===== src/rtl/pinport_pkg.sv =====
package pinport_pkg;

  typedef enum logic [1:0] {
    SEL_PORTC = 2'd0,
    SEL_LATCH = 2'd1,
    SEL_DIR   = 2'd2,
    SEL_PORTB = 2'd3
  } regSel_e;

  typedef struct packed {
    logic wrPortC;
    logic wrDir;
    logic wrPortB;
    logic outHs;
    logic forceAll;
  } ctlStrobe_t;

endpackage


===== src/rtl/pinport_ctrl.sv =====
module pinport_ctrl
  import pinport_pkg::*;
(
  input  logic       clk,
  input  logic       rstN,
  input  logic       wrEn,
  input  logic [1:0] regSel,
  input  logic       hndsMode,
  input  logic       oinMode,
  input  logic       edgeSel,
  input  logic       straLevel,
  output ctlStrobe_t ctl
);

  regSel_e selCode;
  logic    straAsserted;

  assign selCode      = regSel_e'(regSel);
  // Asserted level is high for edgeSel=0, low for edgeSel=1
  assign straAsserted = edgeSel ? ~straLevel : straLevel;

  always_comb begin
    ctl          = '0;
    ctl.wrPortC  = wrEn && (selCode == SEL_PORTC || selCode == SEL_LATCH);
    ctl.wrDir    = wrEn && (selCode == SEL_DIR);
    ctl.wrPortB  = wrEn && (selCode == SEL_PORTB);
    ctl.outHs    = hndsMode && oinMode;
    ctl.forceAll = ctl.outHs && straAsserted;
  end


  no_force_outside_hs_chk: assert property (@(posedge clk) disable iff (!rstN)
    (!hndsMode || !oinMode) |-> !ctl.forceAll);


  single_target_chk: assert property (@(posedge clk) disable iff (!rstN)
    $onehot0({ctl.wrPortC, ctl.wrDir, ctl.wrPortB}));

endmodule


===== src/rtl/pinport_dp.sv =====
module pinport_dp
  import pinport_pkg::*;
#(
  parameter int WIDTH = 8
) (
  input  logic             clk,
  input  logic             rstN,
  input  ctlStrobe_t       ctl,
  input  logic [WIDTH-1:0] wrData,
  input  logic             wireOr,
  input  logic [WIDTH-1:0] pinIn,
  output logic [WIDTH-1:0] pcOut,
  output logic [WIDTH-1:0] pcOe,
  output logic [WIDTH-1:0] pbOut,
  output logic [WIDTH-1:0] dirOut,
  output logic [WIDTH-1:0] portCRead,
  output logic [WIDTH-1:0] portBRead
);

  logic [WIDTH-1:0] portCReg;
  logic [WIDTH-1:0] dirReg;
  logic [WIDTH-1:0] portBReg;
  logic [WIDTH-1:0] oeNext;
  logic [WIDTH-1:0] rdMux;

  always_ff @(posedge clk or negedge rstN) begin
    if (!rstN) begin
      portCReg <= '0;
      dirReg   <= '0;
      portBReg <= '0;
    end else begin
      if (ctl.wrPortC) portCReg <= wrData;
      if (ctl.wrDir)   dirReg   <= wrData;
      if (ctl.wrPortB) portBReg <= wrData;
    end
  end

  for (genvar b = 0; b < WIDTH; b++) begin : g_bit
    logic driveReq;
    assign driveReq  = ctl.forceAll | dirReg[b];
    assign oeNext[b] = driveReq & ~(wireOr & portCReg[b]);
    assign rdMux[b]  = (ctl.outHs | dirReg[b]) ? portCReg[b] : pinIn[b];
  end

  always_ff @(posedge clk or negedge rstN) begin
    if (!rstN) pcOe <= '0;
    else       pcOe <= oeNext;
  end

  assign pcOut     = portCReg;
  assign pbOut     = portBReg;
  assign dirOut    = dirReg;
  assign portCRead = rdMux;
  assign portBRead = portBReg;


  wireor_float_chk: assert property (@(posedge clk) disable iff (!rstN)
    ($past(rstN) && $past(wireOr)) |-> ((pcOe & $past(pcOut)) == '0));


  force_drive_chk: assert property (@(posedge clk) disable iff (!rstN)
    ($past(rstN) && $past(ctl.forceAll) && !$past(wireOr)) |-> (pcOe == '1));


  dir_gate_chk: assert property (@(posedge clk) disable iff (!rstN)
    ($past(rstN) && !$past(ctl.forceAll)) |-> ((pcOe & ~$past(dirOut)) == '0));


  portb_load_chk: assert property (@(posedge clk) disable iff (!rstN)
    ($past(rstN) && $past(ctl.wrPortB)) |-> (pbOut == $past(wrData)));


  portc_load_chk: assert property (@(posedge clk) disable iff (!rstN)
    ($past(rstN) && $past(ctl.wrPortC)) |-> (pcOut == $past(wrData)));

endmodule


===== src/rtl/pinport_unit.sv =====
module pinport_unit
  import pinport_pkg::*;
#(
  parameter int WIDTH = 8
) (
  input  logic             clk,
  input  logic             rstN,
  input  logic             wrEn,
  input  logic [1:0]       regSel,
  input  logic [WIDTH-1:0] wrData,
  input  logic             wireOr,
  input  logic             hndsMode,
  input  logic             oinMode,
  input  logic             edgeSel,
  input  logic             straLevel,
  input  logic [WIDTH-1:0] pcPinIn,
  output logic [WIDTH-1:0] pcOut,
  output logic [WIDTH-1:0] pcOe,
  output logic [WIDTH-1:0] pbOut,
  output logic [WIDTH-1:0] portCRead,
  output logic [WIDTH-1:0] portBRead,
  output logic [WIDTH-1:0] dirRead
);

  ctlStrobe_t ctl;

  pinport_ctrl i_ctrl (
    .clk       (clk),
    .rstN      (rstN),
    .wrEn      (wrEn),
    .regSel    (regSel),
    .hndsMode  (hndsMode),
    .oinMode   (oinMode),
    .edgeSel   (edgeSel),
    .straLevel (straLevel),
    .ctl       (ctl)
  );

  pinport_dp #(.WIDTH(WIDTH)) i_dp (
    .clk       (clk),
    .rstN      (rstN),
    .ctl       (ctl),
    .wrData    (wrData),
    .wireOr    (wireOr),
    .pinIn     (pcPinIn),
    .pcOut     (pcOut),
    .pcOe      (pcOe),
    .pbOut     (pbOut),
    .dirOut    (dirRead),
    .portCRead (portCRead),
    .portBRead (portBRead)
  );

endmodule


===== config.mk =====
export PLATFORM = sky130hd
export DESIGN_NAME = pinport_unit
export DESIGN_NICKNAME = d
export VERILOG_FILES = /design/src/rtl/pinport_pkg.sv /design/src/rtl/pinport_ctrl.sv /design/src/rtl/pinport_dp.sv /design/src/rtl/pinport_unit.sv
export SDC_FILE = /design/constraint.sdc
export NUM_CORES = 1
export LEC_CHECK = 0
export BUFFER_PORTS_ARGS = -buffer_cell sky130_fd_sc_hd__buf_2
export CORE_MARGIN = 1.5
export CORE_UTILIZATION = 32
export DETAILED_ROUTE_END_ITERATION = 16
export GPL_ROUTABILITY_DRIVEN = 1
export PLACE_DENSITY = 0.58
export SETUP_SLACK_MARGIN = 0.15
export SYNTH_ARGS = -nofsm -noshare
export SYNTH_HDL_FRONTEND = slang
export SYNTH_SLANG_ARGS = --single-unit

===== constraint.sdc =====
create_clock -name clk -period 3.1 [get_ports clk]
set_input_delay 0.93 -clock clk [delete_from_list [all_inputs] [get_ports clk]]
set_output_delay 0.93 -clock clk [all_outputs]
set_load 0.005 [all_outputs]

==> results of run 1 <==
[worst max path at each step]
stage	startpoint	to	slack [ps]	cells past startpoint
3_5_place_dp	hndsMode	portCRead[3]	350	4
2_1_floorplan	hndsMode	portCRead[0]	570	3
5_1_grt	hndsMode	portCRead[4]	290	4
4_1_cts	hndsMode	portCRead[3]	340	4
3_3_place_gp	hndsMode	portCRead[3]	340	4
6_report	hndsMode	portCRead[3]	360	4
[layout by cell type, fill, tap and decap left out]
master    Yosys  routed
nor2b_1       1       1
inv_1         8       8
nand3_2       1       1
clkbuf_1      0       1
nand3b_2      1       1
buf_2         2      73
buf_4         8       1
dfrtp_1      32      32
clkinv_2      0       1
mux2_2       32      32
a21oi_1       8       8
a221oi_1      8       8
clkbuf_8      0       5
xnor2_1       1       1
[cell type report]
class / instances / area (um2) / area share, %
flip-flops and latches: 32 / 800.8 / 43.21
multi-input cells: 52 / 506.7 / 27.35
well taps: 52 / 65.06 / 3.511
repair buffers: 74 / 372.9 / 20.12
clock inverters: 1 / 5.005 / 0.2701
clock buffers: 6 / 72.57 / 3.916
inverters: 8 / 30.03 / 1.621
[power breakdown]
group          total [mW]  internal (mW)  switching [mW]
Clock               0.294          0.152           0.142
Sequential          0.546          0.494          0.0519
Combinational       0.296          0.169           0.127
[flip-flops by register name, summed over array words and instances, names as in the netlist]
signal       count
i_dp.dirOut      8
i_dp.pbOut       8
i_dp.pcOe        8
i_dp.pcOut       8
[worst max-delay path: cells and delay by family]
family,cells,cell delay [ps]
AOI/OAI and AO/OA,1,240
muxes,1,360
buffers and inverters,2,280
[kinds of logic (layout without fill, tap and decap cells)]
logic type	count (synthesis)	in the layout	synth area share [%]
muxes	32	32	25.33
DFF	32	32	56.29
buffers and inverters	20	89	8.091
AOI/OAI and AO/OA	16	16	7.740
and+or+nand+nor	3	3	1.935
xor gates and xnor gates	1	1	0.6158
[metrics by stage]
| stage | instance area, um2 | hold WS (ps) | power (mW) | worst slack (ps) | utilization, % |
|---|---|---|---|---|---|
| after floorplan | 1423 | 503.2 | 0.7137 | 565.5 | - |
| after global placement | 1775 | 500.3 | 0.8450 | 343.9 | 41.06 |
| after detailed placement | 1775 | 508.0 | 0.8551 | 346.7 | 41.06 |
| after CTS | 1853 | 522.4 | 1.153 | 344.6 | 42.85 |
| after global routing | 1853 | 538.0 | 1.213 | 288.7 | 42.85 |
| final | 1853 | 515.8 | 1.136 | 355.0 | 42.85 |
[routing by layer]
metal  vias to the layer above  routed length (um)  GRT usage [%]
met5                         -                   0              0
met4                         0                   8          4.487
met3                         2                 248          6.105
met2                        47                1812          26.28
met1                       557                1401          17.77
li1                        501                   -              -
==> metrics, run 1 <==
outcome=finished, final reports clean; Rows=24; destination of the worst hold path=i_dp.pbOut[1]$_DFFE_PN0P_; Post-synth ARST share=100.0%; Finished Layout Cells=225; R2R Setup Slk=2230 ps; GPL Wtd Cong=0.7346; Total Routing Usage GR=15.35%; crit path DAT=1810 ps; Max Cap Viol=0; height of the die=69.68 um; fraction of layout cells with a size suffix above 1=65.90%; Root Buffer=clkbuf_8; Final period util=88.55%; YS warnings=0; DRT iter0 DRCs=39; critical path cell sequence=buf_2, a21oi_1, mux2_2, buf_2; dpl cells=218; synthesized flop and latch total=32; CTS Buf Count=5; power density cells=613.1 nW/um2; total of fill cells in the finished design=450; max frequency=364.3 MHz; Post-synth EDFFs=0; Reg2Reg Depth=2; Die X-Extent=69.68 um; most used cell along the critical path=buf_2; CP Max Fanout=8; RR Endpoint=i_dp.pcOe[3]$_DFF_PN0_; Sink Count=32; RSZ-0062 raised after global routing=no; top cell type's share of synthesized area=56.29%; CTS max path bufs=2; hpwl dp=2518 um; vias in the first global route=1131; Worst-path clk slew=60 ps; top cells by area, synth=dfrtp_1 (56%), mux2_2 (25%), a221oi_1 (4.9%); critical path endpoint category=output port; min Tclk post-route=2745 ps; final hold vios=0; Worst setup SP type=input port; Synth Flop Type=dfrtp_1; # H-tree levels=2; Synth area leader=dfrtp_1; post-synth cell types=13; register area share after synthesis=56.29%; hold-fix buffers at CTS=0; Overflow after GRT=0; DR DRC count=0; # setup viols final=0; ANT cells=0; WL/cell=15.43 um; worst rel slew slack=39.78%; maximum vdd drop=294.1 uV; number of routed nets with antenna violations=0; Detailed Routing Iterations Pass 1=4; mean number of vias per cell=4.920; DR vias=1107; min-delay src=i_dp.pbOut[1]$_DFFE_PN0P_; Worst Hold Depth=1; post-synthesis cell area=1423 um2; leak pwr=0.9341 nW; Clock Latency Late Sink=280 ps; post-CTS sizing=0; post-detailed-routing wire length=3471 um; Core Region=4324 um2; post-CTS setup buffer count=0; Commonest cells post-synth=dfrtp_1 (32), mux2_2 (32); Mapped Cells=104; die area=4855 um2; Worst-Margin Slew=896.8 ps; RR Startpoint=i_dp.dirOut[3]$_DFFE_PN0P_; largest net degree at the start of global routing=33; Nets=199; Initial Util=32.90%; Max Slew Vio Count=0; P&R area growth vs syn=30.26%; Synth Area per Inst=13.68 um2; Critical Path RT=2170 ps; Port Buf Inserts=73; CTS tree=yes; Crit Path Class=in -> out; initial antenna violation count=0; first-pass GRT wire length=5685 um; critical path's slowest cell=mux2_2; Top Ports=74; Crit path largest cell delay=360 ps; Setup Skew=5.372 ps; Fin Setup TNS=0 ps; Hold Crit Class=reg -> reg; Syn Nets=130
(Power assumes the default switching activity.)
==> run 2: changes to the inputs <==
--- a/config.mk
+++ b/config.mk
@@ -6,6 +6,7 @@
 export NUM_CORES = 1
 export LEC_CHECK = 0
 export BUFFER_PORTS_ARGS = -buffer_cell sky130_fd_sc_hd__buf_2
+export CORE_ASPECT_RATIO = 0.5
 export CORE_MARGIN = 1.5
 export CORE_UTILIZATION = 32
 export DETAILED_ROUTE_END_ITERATION = 16
==> metrics, run 2 (synthesized netlist as in run 1, its figures left out) <==
outcome=finished, final reports clean (unchanged); Sink Count=32 (unchanged); vias in the first global route=1006 (was 1131); M1 GR Usage=18.53% (was 17.77%); Die X-Extent=97.30 um (was 69.68 um); Setup Skew=2.206 ps (was 5.372 ps); largest net degree at the start of global routing=33 (unchanged); CTS tree=yes (unchanged); Clock Latency Late Sink=270 ps (was 280 ps); Comb power frac=25.1% (was 26.1%); Worst setup SP type=input port (unchanged); commonest non-fill, non-tap cell in the layout=buf_2 (unchanged); leak pwr=0.9386 nW (was 0.9341 nW); hold-fix buffers at CTS=0 (unchanged); post-CTS setup buffer count=0 (unchanged); final hold vios=0 (unchanged); Nets=199 (unchanged); Worst-Margin Slew=842.6 ps (was 896.8 ps); Top Ports=74 (unchanged); post-detailed-routing wire length=3133 um (was 3471 um); Max Cap Viol=0 (unchanged); first-pass GRT wire length=5057 um (was 5685 um); mean number of vias per cell=4.618 (was 4.920); crit path DAT=1840 ps (was 1810 ps); power density cells=617.3 nW/um2 (was 613.1 nW/um2); Fin Setup TNS=0 ps (unchanged); initial antenna violation count=0 (unchanged); Rows=16 (was 24); part of the power in registers=47.2% (was 48.1%); post-CTS sizing=0 (unchanged); clock power share=27.6% (was 25.9%); RSZ-0062 raised after global routing=no (unchanged); Final period util=89.26% (was 88.55%); busiest grt layer=met2 (unchanged); GR met3 Demand/Resource=4.596% (was 6.105%); Max Slew Vio Count=0 (unchanged); height of the die=50.15 um (was 69.68 um); RR Startpoint=i_dp.dirOut[7]$_DFFE_PN0P_ (was i_dp.dirOut[3]$_DFFE_PN0P_); # setup viols final=0 (unchanged); ANT cells=0 (unchanged); CP Max Fanout=8 (unchanged); Port Buf Inserts=73 (unchanged); Root Buffer=clkbuf_8 (unchanged); Net Sw Frac=26.85% (was 28.25%); min-delay src=i_dp.pcOut[3]$_DFFE_PN0P_ (was i_dp.pbOut[1]$_DFFE_PN0P_); GPL Wtd Cong=0.6838 (was 0.7346); CP Launch Point=hndsMode (unchanged); Hold Crit Class=reg -> reg (unchanged); most frequent cells in the layout=buf_2 (73), mux2_2 (32), dfrtp_1 (32) (unchanged); maximum vdd drop=205.4 uV (was 294.1 uV); max frequency=361.4 MHz (was 364.3 MHz); Detailed Routing Iterations Pass 1=4 (unchanged); Worst-path clk slew=60 ps (about the same); DRT iter0 DRCs=47 (was 39); Sw Pwr=309.7 uW (was 320.9 uW); post-route cell area=1868 um2 (was 1853 um2); Initial Util=34.83% (was 32.90%); fraction of layout cells with a size suffix above 1=65.52% (was 65.90%); DR vias=1053 (was 1107); met2 usage=21.33% (was 26.28%); Crit Path Class=in -> out (unchanged); critical path endpoint category=output port (unchanged); CTS Buf Count=5 (unchanged); number of routed nets with antenna violations=0 (unchanged); WL/cell=13.74 um (was 15.43 um); Post-DP Area=1778 um2 (was 1775 um2); min Tclk post-route=2767 ps (was 2745 ps); CTS max path bufs=2 (unchanged); P_int=843.5 uW (was 815.2 uW); worst rel slew slack=43.42% (was 39.78%); Total Routing Usage GR=13.78% (was 15.35%); Core Region=4084 um2 (was 4324 um2); Critical Path RT=2170 ps (about the same); Overflow after GRT=0 (unchanged); # H-tree levels=2 (unchanged); DR DRC count=0 (unchanged); P&R area growth vs syn=31.31% (was 30.26%); die area=4879 um2 (was 4855 um2)
==> run 2: cell count changes in the layout (fill, tap and decap cells not counted), sizes merged <==
cell    before  now
clkbuf       6    8
clkinv       1    0
==> run 2: per-layer routing <==
metal	share of wire, %	wire length, um
met2	48	1492
met5	0	0
met4	1.0	32
met1	46	1429
met3	5.7	179
==> run 2: cell type report <==
cell class	count	area, um2
Clock buffer	8	90.09
Fill cell	400	2216
Inverter	8	30.03
Multi-Input combinational cell	52	506.7
Sequential cell	32	800.8
Tap cell	54	67.56
Timing Repair Buffer	74	372.9
==> run 2: power by group through the flow <==
| stage | registers [mW] | logic [mW] | clock network (mW) |
|---|---|---|---|
| final | 0.545 | 0.290 | 0.319 |
| after detailed placement | 0.553 | 0.296 | 0 |
| after global placement | 0.551 | 0.291 | 0 |
| after CTS | 0.546 | 0.296 | 0.332 |
| after floorplan | 0.558 | 0.156 | 0 |
| after global routing | 0.557 | 0.323 | 0.349 |
==> run 2: per-stage QoR <==
step                      total power [mW]  hold WS [ps]  instances  utilization, %  setup slack (ps)
after floorplan                     0.7137         503.2        104               -             565.5
after global placement              0.8421         499.5        220           43.54             333.2
after detailed placement            0.8490         510.5        220           43.54             340.3
after CTS                            1.174         517.2        228           45.74             325.1
after global routing                 1.228         537.2        228           45.74             280.4
final                                1.153         509.7        228           45.74             332.8
==> run 2: path summary, 6_finish.rpt <==
kind / depth (start not counted) / slack [ps] / end
max in group asynchronous: 1 / 1970 / i_dp.pcOut[1]$_DFFE_PN0P_
min in group asynchronous: 1 / 690 / i_dp.pbOut[3]$_DFFE_PN0P_
min: 1 / 510 / i_dp.pcOe[3]$_DFF_PN0_
max: 4 / 330 / portCRead[7]
max reg2reg: 2 / 2210 / i_dp.pcOe[7]$_DFF_PN0_
min reg2reg: 1 / 510 / i_dp.pcOe[3]$_DFF_PN0_
==> run 2: worst max-delay path, stage by stage <==
cell	delay, ps
buf_2	160
a21oi_1	260
mux2_2	360
buf_2	120
==> run 3: changes to the inputs <==
--- a/config.mk
+++ b/config.mk
@@ -7,7 +7,6 @@
 export LEC_CHECK = 0
 export BUFFER_PORTS_ARGS = -buffer_cell sky130_fd_sc_hd__buf_2
 export CORE_ASPECT_RATIO = 0.5
-export CORE_MARGIN = 1.5
 export CORE_UTILIZATION = 32
 export DETAILED_ROUTE_END_ITERATION = 16
 export GPL_ROUTABILITY_DRIVEN = 1
@@ -15,4 +14,5 @@
 export SETUP_SLACK_MARGIN = 0.15
 export SYNTH_ARGS = -nofsm -noshare
 export SYNTH_HDL_FRONTEND = slang
+export SYNTH_HIERARCHICAL = 1
 export SYNTH_SLANG_ARGS = --single-unit
==> metrics, run 3 <==
DRT iter0 DRCs=26 (was 47); # H-tree levels=2 (unchanged); top cells by area, synth=dfrtp_1 (57%), mux2_2 (19%), mux2_1 (6.4%) (was dfrtp_1 (56%), mux2_2 (25%), a221oi_1 (4.9%)); CTS Buf Count=5 (unchanged); Worst setup SP type=input port (unchanged); Total Routing Usage GR=14.04% (was 13.78%); DR vias=1070 (was 1053); first-pass GRT wire length=4774 um (was 5057 um); Overflow after GRT=0 (unchanged); Synth Flop Type=dfrtp_1 (unchanged); RSZ-0062 raised after global routing=yes (was no); Synth Area per Inst=12.82 um2 (was 13.68 um2); Crit Path Class=in -> out (unchanged); fraction of layout cells with a size suffix above 1=59.32% (was 65.52%); maximum vdd drop=157.1 uV (was 205.4 uV); Initial Util=34.56% (was 34.83%); crit path DAT=1930 ps (was 1840 ps); Core Region=4044 um2 (was 4084 um2); Top Ports=74 (unchanged); Hold Crit Class=reg -> reg (unchanged); outcome=finished, final reports clean (unchanged); Max Cap Viol=0 (unchanged); Mapped Cells=109 (was 104); Nets=203 (was 199); register area share after synthesis=57.30% (was 56.29%); Post-synth EDFFs=0 (unchanged); Sink Count=32 (unchanged); YS warnings=6 (was 0); post-CTS sizing=0 (unchanged); Setup Skew=2.614 ps (was 2.206 ps); Critical Path RT=2170 ps (about the same); initial antenna violation count=0 (unchanged); post-synthesis cell area=1398 um2 (was 1423 um2); commonest non-fill, non-tap cell in the layout=buf_2 (unchanged); largest net degree at the start of global routing=33 (unchanged); height of the die=48.73 um (was 50.15 um); R2R Setup Slk=2310 ps (was 2210 ps); most frequent cells in the layout=buf_2 (73), dfrtp_1 (32), mux2_2 (24) (was buf_2 (73), mux2_2 (32), dfrtp_1 (32)); CP Max Fanout=9 (was 8); P&R area growth vs syn=30.80% (was 31.31%); worst setup margin=240.1 ps (was 332.8 ps); Detailed Routing Iterations Pass 1=4 (unchanged); ANT cells=0 (unchanged); worst rel slew slack=53.45% (was 43.42%); hpwl dp=2211 um; top cell type's share of synthesized area=57.30% (was 56.29%); # setup viols final=0 (unchanged); GPL Wtd Cong=0.6761 (was 0.6838); CTS max path bufs=2 (unchanged); mean number of vias per cell=4.632 (was 4.618); Clock Latency Late Sink=270 ps (about the same); critical path endpoint category=output port (unchanged); die area=4652 um2 (was 4879 um2); Final period util=92.26% (was 89.26%); Synth area leader=dfrtp_1 (unchanged); setup slack at placement=217.0 ps (was 340.3 ps); Fin Setup TNS=0 ps (unchanged); Worst-path clk slew=60 ps (about the same); max frequency=349.7 MHz (was 361.4 MHz); vias in the first global route=1012 (was 1006); count leader, synth=dfrtp_1; DR DRC count=0 (unchanged); Rows=16 (unchanged); post-synth cell types=15 (was 13); number of routed nets with antenna violations=0 (unchanged); final hold vios=0 (unchanged); Port Buf Inserts=73 (unchanged); Root Buffer=clkbuf_8 (unchanged); Post-synth ARST share=100.0% (unchanged); total of fill cells in the finished design=408 (was 400); WL/cell=13.22 um (was 13.74 um); post-detailed-routing wire length=3054 um (was 3133 um); power density cells=602.5 nW/um2 (was 617.3 nW/um2); CTS tree=yes (unchanged); Max Slew Vio Count=0 (unchanged); Worst-Margin Slew=698.3 ps (was 842.6 ps); min Tclk post-route=2860 ps (was 2767 ps); Syn Nets=135 (was 130); Commonest cells post-synth=dfrtp_1 (32), mux2_2 (24), nor2_1 (17) (was dfrtp_1 (32), mux2_2 (32)); synthesized flop and latch total=32 (unchanged); leak pwr=0.9159 nW (was 0.9386 nW); Die X-Extent=95.46 um (was 97.30 um)
[run 3: cell types whose count changed after synthesis, sizes merged]
cell and change:
nor2 +17, a221oi -8, inv -8, and2 +2
clkbuf +2, and3 +1, nand2 +1, nand3 -1
nand3b -1, xnor2 -1, xor2 +1
[run 3: cell type report]
type | count | area [um2] | share of cell area (%)
Timing Repair Buffer | 75 | 380.4 | 20.81
Multi-Input combinational cell | 63 | 501.7 | 27.45
Sequential cell | 32 | 800.8 | 43.81
Tap cell | 54 | 67.56 | 3.696
Clock inverter | 1 | 5.005 | 0.2738
Clock buffer | 6 | 72.57 | 3.970
[run 3: repair_timing]
item                                    4_1_cts  5_1_grt
endpoints found under the setup margin        0        1
endpoints found under the hold margin         0        0
hold buffers                                  0        0
setup buffers                                 0        0
[run 3: power by group]
group	switching (mW)	internal (mW)	total [mW]
Sequential	0.0508	0.493	0.544
Combinational	0.113	0.157	0.271
Clock	0.135	0.152	0.287
[run 3: layer usage]
metal	vias to the layer above	wire, um	global-route usage [%]	part of all wire, %
li1	494	-	-	-
met1	542	1310	17.00	43
met2	29	1567	23.45	51
met3	5	148	4.245	4.8
met4	0	27	5.473	0.88
met5	-	0	0	0
[run 3: kinds of logic (layout without fill, tap and decap cells)]
logic type,after synthesis,after routing,share of synthesized area (%)
buffers and inverters,14,82,6.803
flip-flops,32,32,57.30
multiplexers,32,32,25.78
AO/OA/AOI/OAI,8,8,2.865
XOR/XNOR,1,1,0.6268
AND/OR/NAND/NOR,22,22,6.625
[run 3: critical path: stages]
cell    delay [ps]
buf_2           90
and2_1         280
nor2_1         180
mux2_1         320
buf_2          130
[run 3: worst paths after layout]
| kind | from | endpoint | cells past startpoint |
|---|---|---|---|
| max | hndsMode | portCRead[0] | 5 |
| min | i_dp/pcOut[3]$_DFFE_PN0P_ | i_dp/pcOe[3]$_DFF_PN0_ | 1 |
| max reg2reg | i_dp/dirOut[2]$_DFFE_PN0P_ | i_dp/dirOut[2]$_DFFE_PN0P_ | 1 |
| min reg2reg | i_dp/pcOut[3]$_DFFE_PN0P_ | i_dp/pcOe[3]$_DFF_PN0_ | 1 |
| max in group asynchronous | rstN | i_dp/dirOut[6]$_DFFE_PN0P_ | 1 |
| min in group asynchronous | rstN | i_dp/pbOut[7]$_DFFE_PN0P_ | 1 |
[run 3: through the flow]
stage / cell area (um2) / hold WS (ps) / utilization, % / instances / power, mW
after global routing: 1828 / 515.2 / 45.20 / 231 / 1.172
final: 1828 / 485.0 / 45.20 / 231 / 1.101
after global placement: 1750 / 474.6 / 43.29 / 224 / 0.8215
after detailed placement: 1750 / 480.6 / 43.29 / 224 / 0.8281
after floorplan: 1398 / 472.5 / - / 109 / 0.6981
after CTS: 1828 / 487.9 / 45.20 / 231 / 1.120
